[src/rtl/adc_sport_pkg.sv]
package adc_sport_pkg;

    // Operating phase of the converter within a slot
    typedef enum logic [1:0] {
        PH_PDN   = 2'd0,
        PH_TRACK = 2'd1,
        PH_HOLD  = 2'd2
    } phase_e;

endpackage

[src/rtl/adc_sport_sync.sv]
// Two-flop synchronizer bank; the low N_EDGE bits get a third stage so the
// caller can detect edges on them.
module adc_sport_sync #(
    parameter int           N       = 3,
    parameter int           N_EDGE  = 2,
    parameter logic [N-1:0] RST_VAL = '0
) (
    input  logic              clk,
    input  logic              rst_n,
    input  logic [N-1:0]      async_i,
    output logic [N-1:0]      lvl_o,
    output logic [N_EDGE-1:0] prv_o
);

    typedef struct packed {
        logic [N-1:0]      s1;
        logic [N-1:0]      s2;
        logic [N_EDGE-1:0] s3;
    } sync_t;

    sync_t sy_d, sy_q;

    always_comb begin
        sy_d    = sy_q;
        sy_d.s1 = async_i;
        sy_d.s2 = sy_q.s1;
        sy_d.s3 = sy_q.s2[N_EDGE-1:0];
    end

    always_ff @(posedge clk or negedge rst_n) begin
        if (!rst_n) begin
            sy_q.s1 <= RST_VAL;
            sy_q.s2 <= RST_VAL;
            sy_q.s3 <= RST_VAL[N_EDGE-1:0];
        end else begin
            sy_q <= sy_d;
        end
    end

    assign lvl_o = sy_q.s2;
    assign prv_o = sy_q.s3;

endmodule

[src/rtl/adc_sport_seq.sv]
// Slot sequencer: numbers clock edges within a slot, decodes the phase,
// gathers the address bits of the control word and commits them.
module adc_sport_seq
    import adc_sport_pkg::*;
#(
    parameter int SLOT_CLKS  = 16,
    parameter int TRACK_CLKS = 3,
    parameter int DATA_W     = 10,
    parameter int CTRL_W     = 8,
    parameter int ADDR_LSB   = 3,
    parameter int CH_W       = 2
) (
    input  logic            clk,
    input  logic            rst_n,
    input  logic            cs_lvl_i,
    input  logic            cs_prv_i,
    input  logic            sclk_lvl_i,
    input  logic            sclk_prv_i,
    input  logic            din_i,
    output phase_e          phase_o,
    output logic            load_o,
    output logic            shift_o,
    output logic            dout_en_o,
    output logic [CH_W-1:0] sel_o
);

    localparam int CNT_W = $clog2(SLOT_CLKS + 1);
    localparam logic [CNT_W-1:0] SLOT_LAST  = CNT_W'(SLOT_CLKS);
    localparam logic [CNT_W-1:0] TRACK_LAST = CNT_W'(TRACK_CLKS);
    localparam logic [CNT_W-1:0] HOLD_EDGE  = CNT_W'(TRACK_CLKS + 1);
    localparam logic [CNT_W-1:0] LAST_EDGE  = CNT_W'(TRACK_CLKS + DATA_W);
    localparam logic [CNT_W-1:0] CTRL_LAST  = CNT_W'(CTRL_W);

    typedef struct packed {
        logic [CNT_W-1:0] fcnt;   // falling edges seen in this slot
        logic [CNT_W-1:0] rcnt;   // rising edges seen in this slot
        logic [CH_W-1:0]  pend;   // address bits gathered so far
        logic [CH_W-1:0]  addr;   // committed address for next load
    } seq_t;

    seq_t sq_d, sq_q;

    logic             active;
    logic             cs_fall;
    logic             fall_ev;
    logic             rise_ev;
    logic [CNT_W-1:0] fbase;
    logic [CNT_W-1:0] rbase;
    int               bitpos;

    always_comb begin
        active  = !cs_lvl_i;
        cs_fall = cs_prv_i && !cs_lvl_i;
        // A chip-select fall with the clock low stands in for the first fall
        fall_ev = active && ((sclk_prv_i && !sclk_lvl_i) || (cs_fall && !sclk_lvl_i));
        rise_ev = active && !sclk_prv_i && sclk_lvl_i;
        fbase   = cs_fall ? '0 : sq_q.fcnt;
        rbase   = cs_fall ? '0 : sq_q.rcnt;
        bitpos  = 0;

        sq_d = sq_q;
        if (!active) begin
            sq_d.fcnt = '0;
            sq_d.rcnt = '0;
        end else begin
            sq_d.fcnt = fbase;
            sq_d.rcnt = rbase;
            if (fall_ev) begin
                if (fbase == '0 || fbase == SLOT_LAST) begin
                    sq_d.fcnt = CNT_W'(1);
                end else begin
                    sq_d.fcnt = fbase + CNT_W'(1);
                end
            end
            if (rise_ev) begin
                sq_d.rcnt = (rbase == SLOT_LAST) ? CNT_W'(1) : rbase + CNT_W'(1);
                bitpos    = CTRL_W - int'(sq_d.rcnt);
                for (int b = 0; b < CH_W; b++) begin
                    if (bitpos == ADDR_LSB + b) begin
                        sq_d.pend[b] = din_i;
                    end
                end
                if (sq_d.rcnt == CTRL_LAST) begin
                    sq_d.addr = sq_d.pend;
                end
            end
        end

        load_o  = fall_ev && (sq_d.fcnt == HOLD_EDGE);
        shift_o = fall_ev && (sq_d.fcnt > HOLD_EDGE) && (sq_d.fcnt <= LAST_EDGE);

        if (!active || sq_q.fcnt == '0 || sq_q.fcnt == SLOT_LAST) begin
            phase_o = PH_PDN;
        end else if (sq_q.fcnt <= TRACK_LAST) begin
            phase_o = PH_TRACK;
        end else begin
            phase_o = PH_HOLD;
        end

        dout_en_o = active && (sq_q.fcnt >= HOLD_EDGE) && (sq_q.fcnt <= LAST_EDGE);
        sel_o     = sq_q.addr;
    end

    always_ff @(posedge clk or negedge rst_n) begin
        if (!rst_n) begin
            sq_q <= '0;
        end else begin
            sq_q <= sq_d;
        end
    end

endmodule

[src/rtl/adc_sport_shift.sv]
// Result register: captures the selected channel at hold entry and
// presents it MSB first, one bit per falling serial-clock edge.
module adc_sport_shift #(
    parameter int NUM_CH = 4,
    parameter int DATA_W = 10,
    parameter int CH_W   = 2
) (
    input  logic                     clk,
    input  logic                     rst_n,
    input  logic [NUM_CH*DATA_W-1:0] sample_i,
    input  logic [CH_W-1:0]          sel_i,
    input  logic                     load_i,
    input  logic                     shift_i,
    output logic                     msb_o
);

    logic [DATA_W-1:0] chan [NUM_CH];

    for (genvar g = 0; g < NUM_CH; g++) begin : g_chan
        assign chan[g] = sample_i[g*DATA_W +: DATA_W];
    end

    typedef struct packed {
        logic [DATA_W-1:0] sh;
    } shr_t;

    shr_t sr_d, sr_q;

    always_comb begin
        sr_d = sr_q;
        if (load_i) begin
            sr_d.sh = chan[sel_i];
        end else if (shift_i) begin
            sr_d.sh = {sr_q.sh[DATA_W-2:0], 1'b0};
        end
    end

    always_ff @(posedge clk or negedge rst_n) begin
        if (!rst_n) begin
            sr_q <= '0;
        end else begin
            sr_q <= sr_d;
        end
    end

    assign msb_o = sr_q.sh[DATA_W-1];

endmodule

[src/rtl/adc_sport_slave.sv]
module adc_sport_slave
    import adc_sport_pkg::*;
#(
    parameter int NUM_CH     = 4,
    parameter int DATA_W     = 10,
    parameter int SLOT_CLKS  = 16,
    parameter int TRACK_CLKS = 3,
    parameter int CTRL_W     = 8,
    parameter int ADDR_LSB   = 3
) (
    input  logic                     clk,
    input  logic                     rst_n,
    input  logic                     cs_n_i,
    input  logic                     sclk_i,
    input  logic                     sdi_i,
    input  logic [NUM_CH*DATA_W-1:0] sample_i,
    output logic                     sdo_o,
    output logic                     sdo_oe_o,
    output logic                     track_o,
    output logic                     hold_o,
    output logic                     pwrdn_o
);

    localparam int CH_W = (NUM_CH > 1) ? $clog2(NUM_CH) : 1;

    // Synchronized bit order: {data-in, serial clock, chip select}
    logic [2:0]      lvl;
    logic [1:0]      prv;
    phase_e          phase;
    logic            load;
    logic            shift;
    logic            dout_en;
    logic [CH_W-1:0] sel;
    logic            msb;

    adc_sport_sync #(
        .N       (3),
        .N_EDGE  (2),
        .RST_VAL (3'b001)
    ) u_sync (
        .clk     (clk),
        .rst_n   (rst_n),
        .async_i ({sdi_i, sclk_i, cs_n_i}),
        .lvl_o   (lvl),
        .prv_o   (prv)
    );

    adc_sport_seq #(
        .SLOT_CLKS  (SLOT_CLKS),
        .TRACK_CLKS (TRACK_CLKS),
        .DATA_W     (DATA_W),
        .CTRL_W     (CTRL_W),
        .ADDR_LSB   (ADDR_LSB),
        .CH_W       (CH_W)
    ) u_seq (
        .clk        (clk),
        .rst_n      (rst_n),
        .cs_lvl_i   (lvl[0]),
        .cs_prv_i   (prv[0]),
        .sclk_lvl_i (lvl[1]),
        .sclk_prv_i (prv[1]),
        .din_i      (lvl[2]),
        .phase_o    (phase),
        .load_o     (load),
        .shift_o    (shift),
        .dout_en_o  (dout_en),
        .sel_o      (sel)
    );

    adc_sport_shift #(
        .NUM_CH   (NUM_CH),
        .DATA_W   (DATA_W),
        .CH_W     (CH_W)
    ) u_shift (
        .clk      (clk),
        .rst_n    (rst_n),
        .sample_i (sample_i),
        .sel_i    (sel),
        .load_i   (load),
        .shift_i  (shift),
        .msb_o    (msb)
    );

    always_comb begin
        sdo_oe_o = !lvl[0];
        sdo_o    = sdo_oe_o && dout_en && msb;
        track_o  = (phase == PH_TRACK);
        hold_o   = (phase == PH_HOLD);
        pwrdn_o  = (phase == PH_PDN);
    end

endmodule

[config.mk]
export PLATFORM = sky130hd
export DESIGN_NAME = adc_sport_slave
export DESIGN_NICKNAME = d
export VERILOG_FILES = /design/src/rtl/adc_sport_pkg.sv /design/src/rtl/adc_sport_sync.sv /design/src/rtl/adc_sport_seq.sv /design/src/rtl/adc_sport_shift.sv /design/src/rtl/adc_sport_slave.sv
export SDC_FILE = /design/constraint.sdc
export NUM_CORES = 1
export LEC_CHECK = 0
export BUFFER_PORTS_ARGS = -buffer_cell sky130_fd_sc_hd__buf_2
export CAP_MARGIN = 15
export CORE_ASPECT_RATIO = 1.4
export CORE_UTILIZATION = 47
export DETAILED_ROUTE_END_ITERATION = 6
export GPL_TIMING_DRIVEN = 0
export PLACE_DENSITY_LB_ADDON = 0.05
export SYNTH_ARGS = -nofsm -noshare
export SYNTH_HDL_FRONTEND = slang
export SYNTH_SLANG_ARGS = --single-unit
[constraint.sdc]
create_clock -name clk -period 2.6 [get_ports clk]
set_input_delay 0.39 -clock clk [delete_from_list [all_inputs] [get_ports clk]]
set_output_delay 0.39 -clock clk [all_outputs]
set_load 0.01 [all_outputs]
==> summary.md, run 1 <==
| Metric | Value |
|---|---|
| Leak | `between 1 and 1.5 nW` |
| CTS tree | `yes` |
| Avg WL per Cell | `15.0 um` |
| WP data arrival | `between 2000 and 3000 ps` |
| Ys flop type | `dfrtp_1` |
| Die Wd | `around 55 um` |
| Largest net degree at the start of global routing | `33` |
| Worst slew pin tran | `717 ps` |
| Yosys top cell area share | `~39%` |
| Clk buf depth | `2` |
| Endpoint type of the worst setup path | `flop` |
| Placer Congestion | `0.811` |
| Num Clock Sinks | `32` |
| EDFF count, synth | `0` |
| Fmax | `394 MHz` |
| Ports | `50` |
| Commonest non-fill, non-tap cell in the layout | `buf_2` |
| DRC viols | `0` |
| Final hold vios | `0` |
| Die height | `76.7 um` |
| Final Cycle Share | `a little over nine tenths` |
| # setup viols final | `0` |
| Critical Path Fanout Max | `5` |
| Clk slew on worst S/H paths | `70 ps` |
| Setup TNS | `0 ps` |
| Crit Path Category | `reg2reg` |
| Critical R2R Launch | `u_sync.lvl_o[0]` |
| First-pass iteration count of the detailed router | `4` |
| Post-DRT Antenna Nets | `0` |
| Peak VDD IR | `495 uV` |
| Final nets | `about 280` |
| Port Buffers | `about 50` |
| Num CTS Buffers | `5` |
| Via count | `1632` |
| DR vias/cell | `5.83` |
| Post-detail-place hpwl | `3.04 mm` |
| Post-synth top area cell | `dfrtp_1` |
| Initial antenna violation count | `0` |
| Req. time, crit path | `about 2800 ps` |
| Worst min-delay path class | `in2async` |
| Area of the mapped netlist | `0.00188 mm2` |
| Vias in the first global route | `1642` |
| Min Clock Period, post-route | `roughly 2500 ps` |
| Synthesized instance count | `roughly 170` |
| Clk_lat worst skew | `280 ps` |
| Tot GR Track Use | `20.6%` |
| Global-route wire length before repair | `6.96 mm` |
| Die Footprint | `~0.0043 mm2` |
| Grt ovf | `0` |
| Fin. max-slew vios | `0` |
| Synth Area per Inst | `10.8 um2` |
| Post-synth cell types | `52` |
| Area growth, synth to finish | `30.7%` |
| Worst Skew | `4.89 ps` |
| Initial Utilization | `50.1%` |
| Register area share after synthesis | `42.9%` |
| Share of synthesized registers carrying an async set or reset | `100%` |
| Yosys warnings | `0` |
| ANT cells | `0` |
| Power Density | `461 mW/mm2` |
| Synth top area cells | `dfrtp_1 39%, mux4_2 12%, dfstp_2 4.2%` |
| Row count | `26` |
| #FFs+latches synth | `32` |
| Maxcap violations | `0` |
| Fin Hold WS | `roughly 150 ps` |
| Syn Nets | `219` |
| Outcome | `complete, no violations` |
| Slew headroom | `52.2%` |
| Htree depth | `2` |
| Most frequent cells in the layout | `51 x buf_2, 29 x dfrtp_1, 18 x nand2_1, 13 x nor2_1, 10 x mux4_2` |
| Type of origin of the critical path | `flop` |
| Total power | `1.13 mW` |
| Final wirelength | `roughly 4.2 mm` |
| Layout cells sized above 1 | `47.5%` |
| Placeable Area | `0.00374 mm2` |
| DR iter-0 viols | `54` |
| Clk root buf | `clkbuf_8` |
| CP Launch Point | `u_sync.lvl_o[0]` |
==> metal layers <==
metal / global-route usage [%] / part of all wire, %
met3: 4.05 / 4.6
met4: 9.50 / 2.5
met5: 0 / 0
met1: 22.4 / 39
met2: 37.6 / 54
==> per-stage QoR <==
| step | setup slack, ps | utilization (%) | area (um2) | std cells |
|---|---|---|---|---|
| after floorplan | 35.7 | - | 1880 | 173 |
| after CTS | -26.7 | 62.5 | 2340 | 273 |
| after global placement | -147 | 58.1 | 2170 | 264 |
| final | 62.8 | 65.5 | 2450 | 280 |
| after global routing | -11.7 | 65.5 | 2450 | 280 |
| after detailed placement | -201 | 58.1 | 2170 | 264 |
==> path summary, 6_finish.rpt <==
path,to,slack (ps),depth (start not counted)
max in group asynchronous,u_seq.sq_q[5],1990,1
worst min-delay path,u_seq.sq_q[12],150,1
worst max register to register,u_shift.sr_q[9],60,12
worst max-delay path,u_shift.sr_q[9],60,12
worst min register to register,u_sync.lvl_o[2],350,0
min in group clk,u_sync.sy_d[2],200,1
==> flip-flops by register name, summed over array words and instances, names as in the netlist <==
name and count:
u_shift.sr_q 10, u_seq.sq_q 12, u_sync.sy_d 3, u_sync.prv_o 2, u_seq.sel_o 2, u_sync.lvl_o 3
==> synthesized netlist by cell type, drive strengths merged (3+ instances only) <==
cell	instances
a21oi	4
buf	5
clkbuf	7
dfrtp	29
dfstp	3
inv	7
mux2	7
mux4	10
nand2	21
nand3	4
nand4	4
nor2	13
nor3	4
o211ai	8
o21ai	8
xor2	3
==> final cells by class <==
cell class                 instances  area, um2
fill                             296       1290
multi-input combinational        122       1060
sequential                        32        805
timing repair buffer              58        314
buffer                            11       76.3
clock buffer                       5       68.8
tap                               42       52.6
clock inverter                     3       46.3
inverter                           7       28.8
==> worst max-delay path, stage by stage, from the launching register on <==
cell	delay (ps)
dfstp_2	550
buf_8	110
inv_4	50
nand2_4	80
nand2_4	60
ha_4	240
inv_2	60
o32a_4	150
a21oi_1	40
a2111o_1	440
or2_1	280
buf_6	140
a211o_1	240
==> what timing repair did <==
item,in CTS,in global routing
endpoints found under the setup margin,10,10
gates resized for setup,7,13
gates cloned,0,1
hold buffers,0,0
pin swaps,2,9
setup buffers,2,6
==> power breakdown <==
part / internal [mW] / switching, mW
registers: 0.509 / 0.00949
logic: 0.0644 / 0.0561
clock network: 0.289 / 0.202
==> cells by family (layout without fill, tap and decap cells) <==
group                    after synthesis  in the layout  share of synthesized area, %
AO/OA/AOI/OAI                         36             36                          14.3
XOR/XNOR                               4              4                          1.87
adder cells (fa/ha/maj)                1              1                         0.667
buffers and inverters                 19             84                          5.47
flip-flops                            32             32                          42.9
multiplexers                          17             17                          16.4
AND/OR/NAND/NOR                       64             64                          18.3
Note: power is estimated with default switching activity, not from simulation.
==> inputs of run 2 (changes only) <==
--- a/config.mk
+++ b/config.mk
@@ -5,10 +5,11 @@
 export SDC_FILE = /design/constraint.sdc
 export NUM_CORES = 1
 export LEC_CHECK = 0
+export ABC_AREA = 1
 export BUFFER_PORTS_ARGS = -buffer_cell sky130_fd_sc_hd__buf_2
 export CAP_MARGIN = 15
 export CORE_ASPECT_RATIO = 1.4
-export CORE_UTILIZATION = 47
+export CORE_UTILIZATION = 48
 export DETAILED_ROUTE_END_ITERATION = 6
 export GPL_TIMING_DRIVEN = 0
 export PLACE_DENSITY_LB_ADDON = 0.05
==> run 2 against run 1 <==
Compared with the run above: worst setup slack improved by 240 ps; combinational power shrank 18%; sequential power rose by 0.8%; non-clock buffer count fell by 14; cell count rose by 35%.
==> summary.md, run 2 <==
| Metric | Value |
|---|---|
| Worst-path cell with the longest stage delay | `dfstp_2` |
| Cell with the most instances after synthesis | `nand2_1` |
| Die height | `77.5 um (+0.98%)` |
| Die Footprint | `0.00433 mm2 (+2.0%)` |
| Clk buf depth | `2 (unchanged)` |
| Post-DRT Antenna Nets | `0 (unchanged)` |
| CTS tree | `yes` |
| Synth top area cells | `dfrtp_1 37%, nand2_1 13%, nor2_1 8.1%` |
| Biggest register | `u_seq.sq_q` |
| RSZ-0062 raised after global routing | `no` |
| Final hold vios | `0 (unchanged)` |
| EDFF count, synth | `0 (unchanged)` |
| Tot GR Track Use | `23.8% (+3.2 points)` |
| ANT cells | `0 (unchanged)` |
| Worst Skew | `10.5 ps (+5.57 ps)` |
| R2R depth | `13 (+1)` |
| Clk_lat worst skew | `290 ps (about the same)` |
| Via count | `1932 (+18%)` |
| CP Cell Sequence | `inv_2 > nand2_4 > nand2_1 > ha_1 > nand2_1 > nand2_1 > nand2_2 > nand2_1 > nor2_1 > nand3_1 > nand3_1 > nand2_1 > nand3_1` |
| Critical R2R Launch | `u_sync.lvl_o[0]` |
| Vias in the first global route | `1936 (+18%)` |
| Post-CTS Setup Inserts | `0 (-2)` |
| #FFs+latches synth | `32 (unchanged)` |
| # setup viols final | `0 (unchanged)` |
| Final nets | `380 (+34%)` |
| Critical Path Fanout Max | `10 (+5)` |
| DRC viols | `0 (unchanged)` |
| Final wirelength | `4.61 mm (+10%)` |
| Most used cell, CP | `nand2_1` |
| Endpoint type of the worst setup path | `flop` |
| Yosys top cell area share | `37.1% (-1.6 points)` |
| Req. time, crit path | `2820 ps (+50 ps)` |
| DR iter-0 viols | `82 (+52%)` |
| Leak | `1.27 nW (+20%)` |
| Cell Count, Final, Fillers Out | `378 (+35%)` |
| Area growth, synth to finish | `21.8%` |
| Grt ovf | `0 (unchanged)` |
| Ys flop type | `dfrtp_1` |
| Clk slew on worst S/H paths | `70 ps (about the same)` |
| Register area share after synthesis | `41.2% (-1.7 points)` |
| R2R Setup Slk | `300 ps (+240 ps)` |
| Syn Nets | `324 (+48%)` |
| Peak VDD IR | `479 uV (-3.1%)` |
| Layout cells sized above 1 | `23.3% (-24 points)` |
| Worst min-delay path class | `in2async` |
| Placed cells | `370 (+40%)` |
| Post-synth top area cell | `dfrtp_1` |
| CP Buf/Inv Count | `1 (-3)` |
| Avg WL per Cell | `12.2 um (-18%)` |
| Setup TNS | `0 ps (unchanged)` |
| Maxcap violations | `0 (unchanged)` |
| Min Clock Period, post-route | `2300 ps (-236 ps)` |
| CP Launch Point | `u_sync.lvl_o[0]` |
| Share of synthesized registers carrying an async set or reset | `100% (unchanged)` |
| Htree depth | `2 (unchanged)` |
| Top flop regs | `u_seq.sq_q: 12 flops, u_shift.sr_q: 10 flops` |
| Slowest Stage Delay on Critical Path | `570 ps (+20 ps)` |
| Fin. max-slew vios | `0 (unchanged)` |
| Post-synth cell types | `28 (-46%)` |
| Area of the mapped netlist | `0.00195 mm2 (+4.2%)` |
| Final Util | `60.7% (-4.8 points)` |
| Initial Utilization | `49.9% (-0.26 points)` |
| Largest net degree at the start of global routing | `33 (unchanged)` |
| Post-synth top cells | `66 x nand2_1, 42 x nor2_1, 35 x inv_1, 29 x dfrtp_1, 29 x nand3_1` |
| Worst slew pin tran | `716 ps (-1.74 ps)` |
| WP data arrival | `2520 ps (-190 ps)` |
| Fmax | `435 MHz (+10%)` |
| Port Buffers | `49 (unchanged)` |
| DP Worst Slack | `299 ps (+500 ps)` |
| Synth Area per Inst | `7.03 um2 (-35%)` |
| Crit path max-delay family | `simple AND/OR/NAND/NOR gates` |
| Commonest non-fill, non-tap cell in the layout | `nand2_1` |
| Slew headroom | `52.3% (+0.12 points)` |
| Clk root buf | `clkbuf_8` |
| Outcome | `complete, no violations` |
| Num CTS Buffers | `5 (unchanged)` |
| Yosys warnings | `0 (unchanged)` |
| Post-detail-place hpwl | `3.55 mm (+17%)` |
| Global-route wire length before repair | `8.16 mm (+17%)` |
| CTS Hold Bufs | `0 (unchanged)` |
| First-pass iteration count of the detailed router | `4 (unchanged)` |
| Placer Congestion | `0.882 (+8.7%)` |
| Die Wd | `55.9 um (+0.97%)` |
| Most frequent cells in the layout | `66 x nand2_1, 49 x buf_2, 42 x nor2_1, 35 x inv_1` |
| Final Cycle Share | `88.5% (-9.1 points)` |
| Reg2Reg Capture Point | `u_shift.sr_q[6]` |
| Row count | `27 (+3.8%)` |
| Ports | `50 (unchanged)` |
| Synthesized instance count | `278 (+61%)` |
| Worst setup margin | `299 ps (+236 ps)` |
| DR vias/cell | `5.11 (-12%)` |
| Num Clock Sinks | `32 (unchanged)` |
| Placeable Area | `0.00392 mm2 (+4.7%)` |
| Crit Path Category | `reg2reg` |
| Power Density | `485 mW/mm2 (+5.3%)` |
| Post-cts sizing count | `0 (-7)` |
| Type of origin of the critical path | `flop` |
| Initial antenna violation count | `0 (unchanged)` |
| Largest register FFs | `12 (unchanged)` |
[run 2: cell types whose count changed in the layout (fill, tap and decap cells not counted), moves of 10 or more]
cell     change
nand2_1     +48
inv_1       +31
nor2_1      +29
nand3_1     +25
o21ai_0     +19
mux4_2      -10
o22ai_1     +10
[run 2: worst reg2reg max path, stage by stage (launching register included)]
cell,delay [ps]
dfstp_2,570
inv_2,110
nand2_4,130
nand2_1,110
ha_1,190
nand2_1,80
nand2_1,60
nand2_2,110
nand2_1,60
nor2_1,150
nand3_1,110
nand3_1,340
nand2_1,110
nand3_1,100
[run 2: logic make-up (layout without fill, tap and decap cells)]
logic type	after synthesis	after routing	share of synthesized area, %
AND/OR/NAND/NOR	156	156	36.2
AO/OA/AOI/OAI	46	46	13.3
buffers and inverters	43	100	8.64
flip-flops	32	32	41.2
adder cells (fa/ha/maj)	1	1	0.640
[run 2: cell type report]
class / count / area, um2
fillers: 388 / 1540
multi-input cells: 203 / 981
repair buffers: 49 / 245
clock buffers: 7 / 96.3
clock inverters: 1 / 30.0
plain buffers: 6 / 30.0
well taps: 43 / 53.8
flip-flops and latches: 32 / 805
inverters: 37 / 139
[run 2: metal layers]
layer  track usage (%)  up-vias  wire length, um
met5                 0        -                0
met4              10.0        0               97
met3              5.33        7              196
met2              44.5       51             2340
met1              25.3      860             1980
li1                  -     1014                -
[run 2: how the worst max path moves through the flow]
stage	end	slack (ps)	cells after the start
2_1_floorplan	u_shift.sr_q[1]	610	14
3_3_place_gp	u_shift.sr_q[3]	340	13
3_5_place_dp	u_shift.sr_q[6]	300	13
4_1_cts	u_shift.sr_q[6]	290	13
5_1_grt	u_shift.sr_q[6]	80	13
6_report	u_shift.sr_q[6]	300	13
[run 2: through the flow]
| step | power (mW) | hold slack (ps) | cell area [um2] |
|---|---|---|---|
| detailed placement | 0.633 | 341 | 2250 |
| global placement | 0.632 | 334 | 2250 |
| global route | 1.20 | 197 | 2380 |
| finish | 1.15 | 156 | 2380 |
| CTS | 1.16 | 171 | 2380 |
| floorplan | 0.577 | 94.4 | 1950 |
[run 2: where the power goes]
part           internal [mW]  switching [mW]
Clock                  0.338           0.194
Combinational         0.0429          0.0565
Sequential             0.513         0.00923
Total                  0.894           0.260
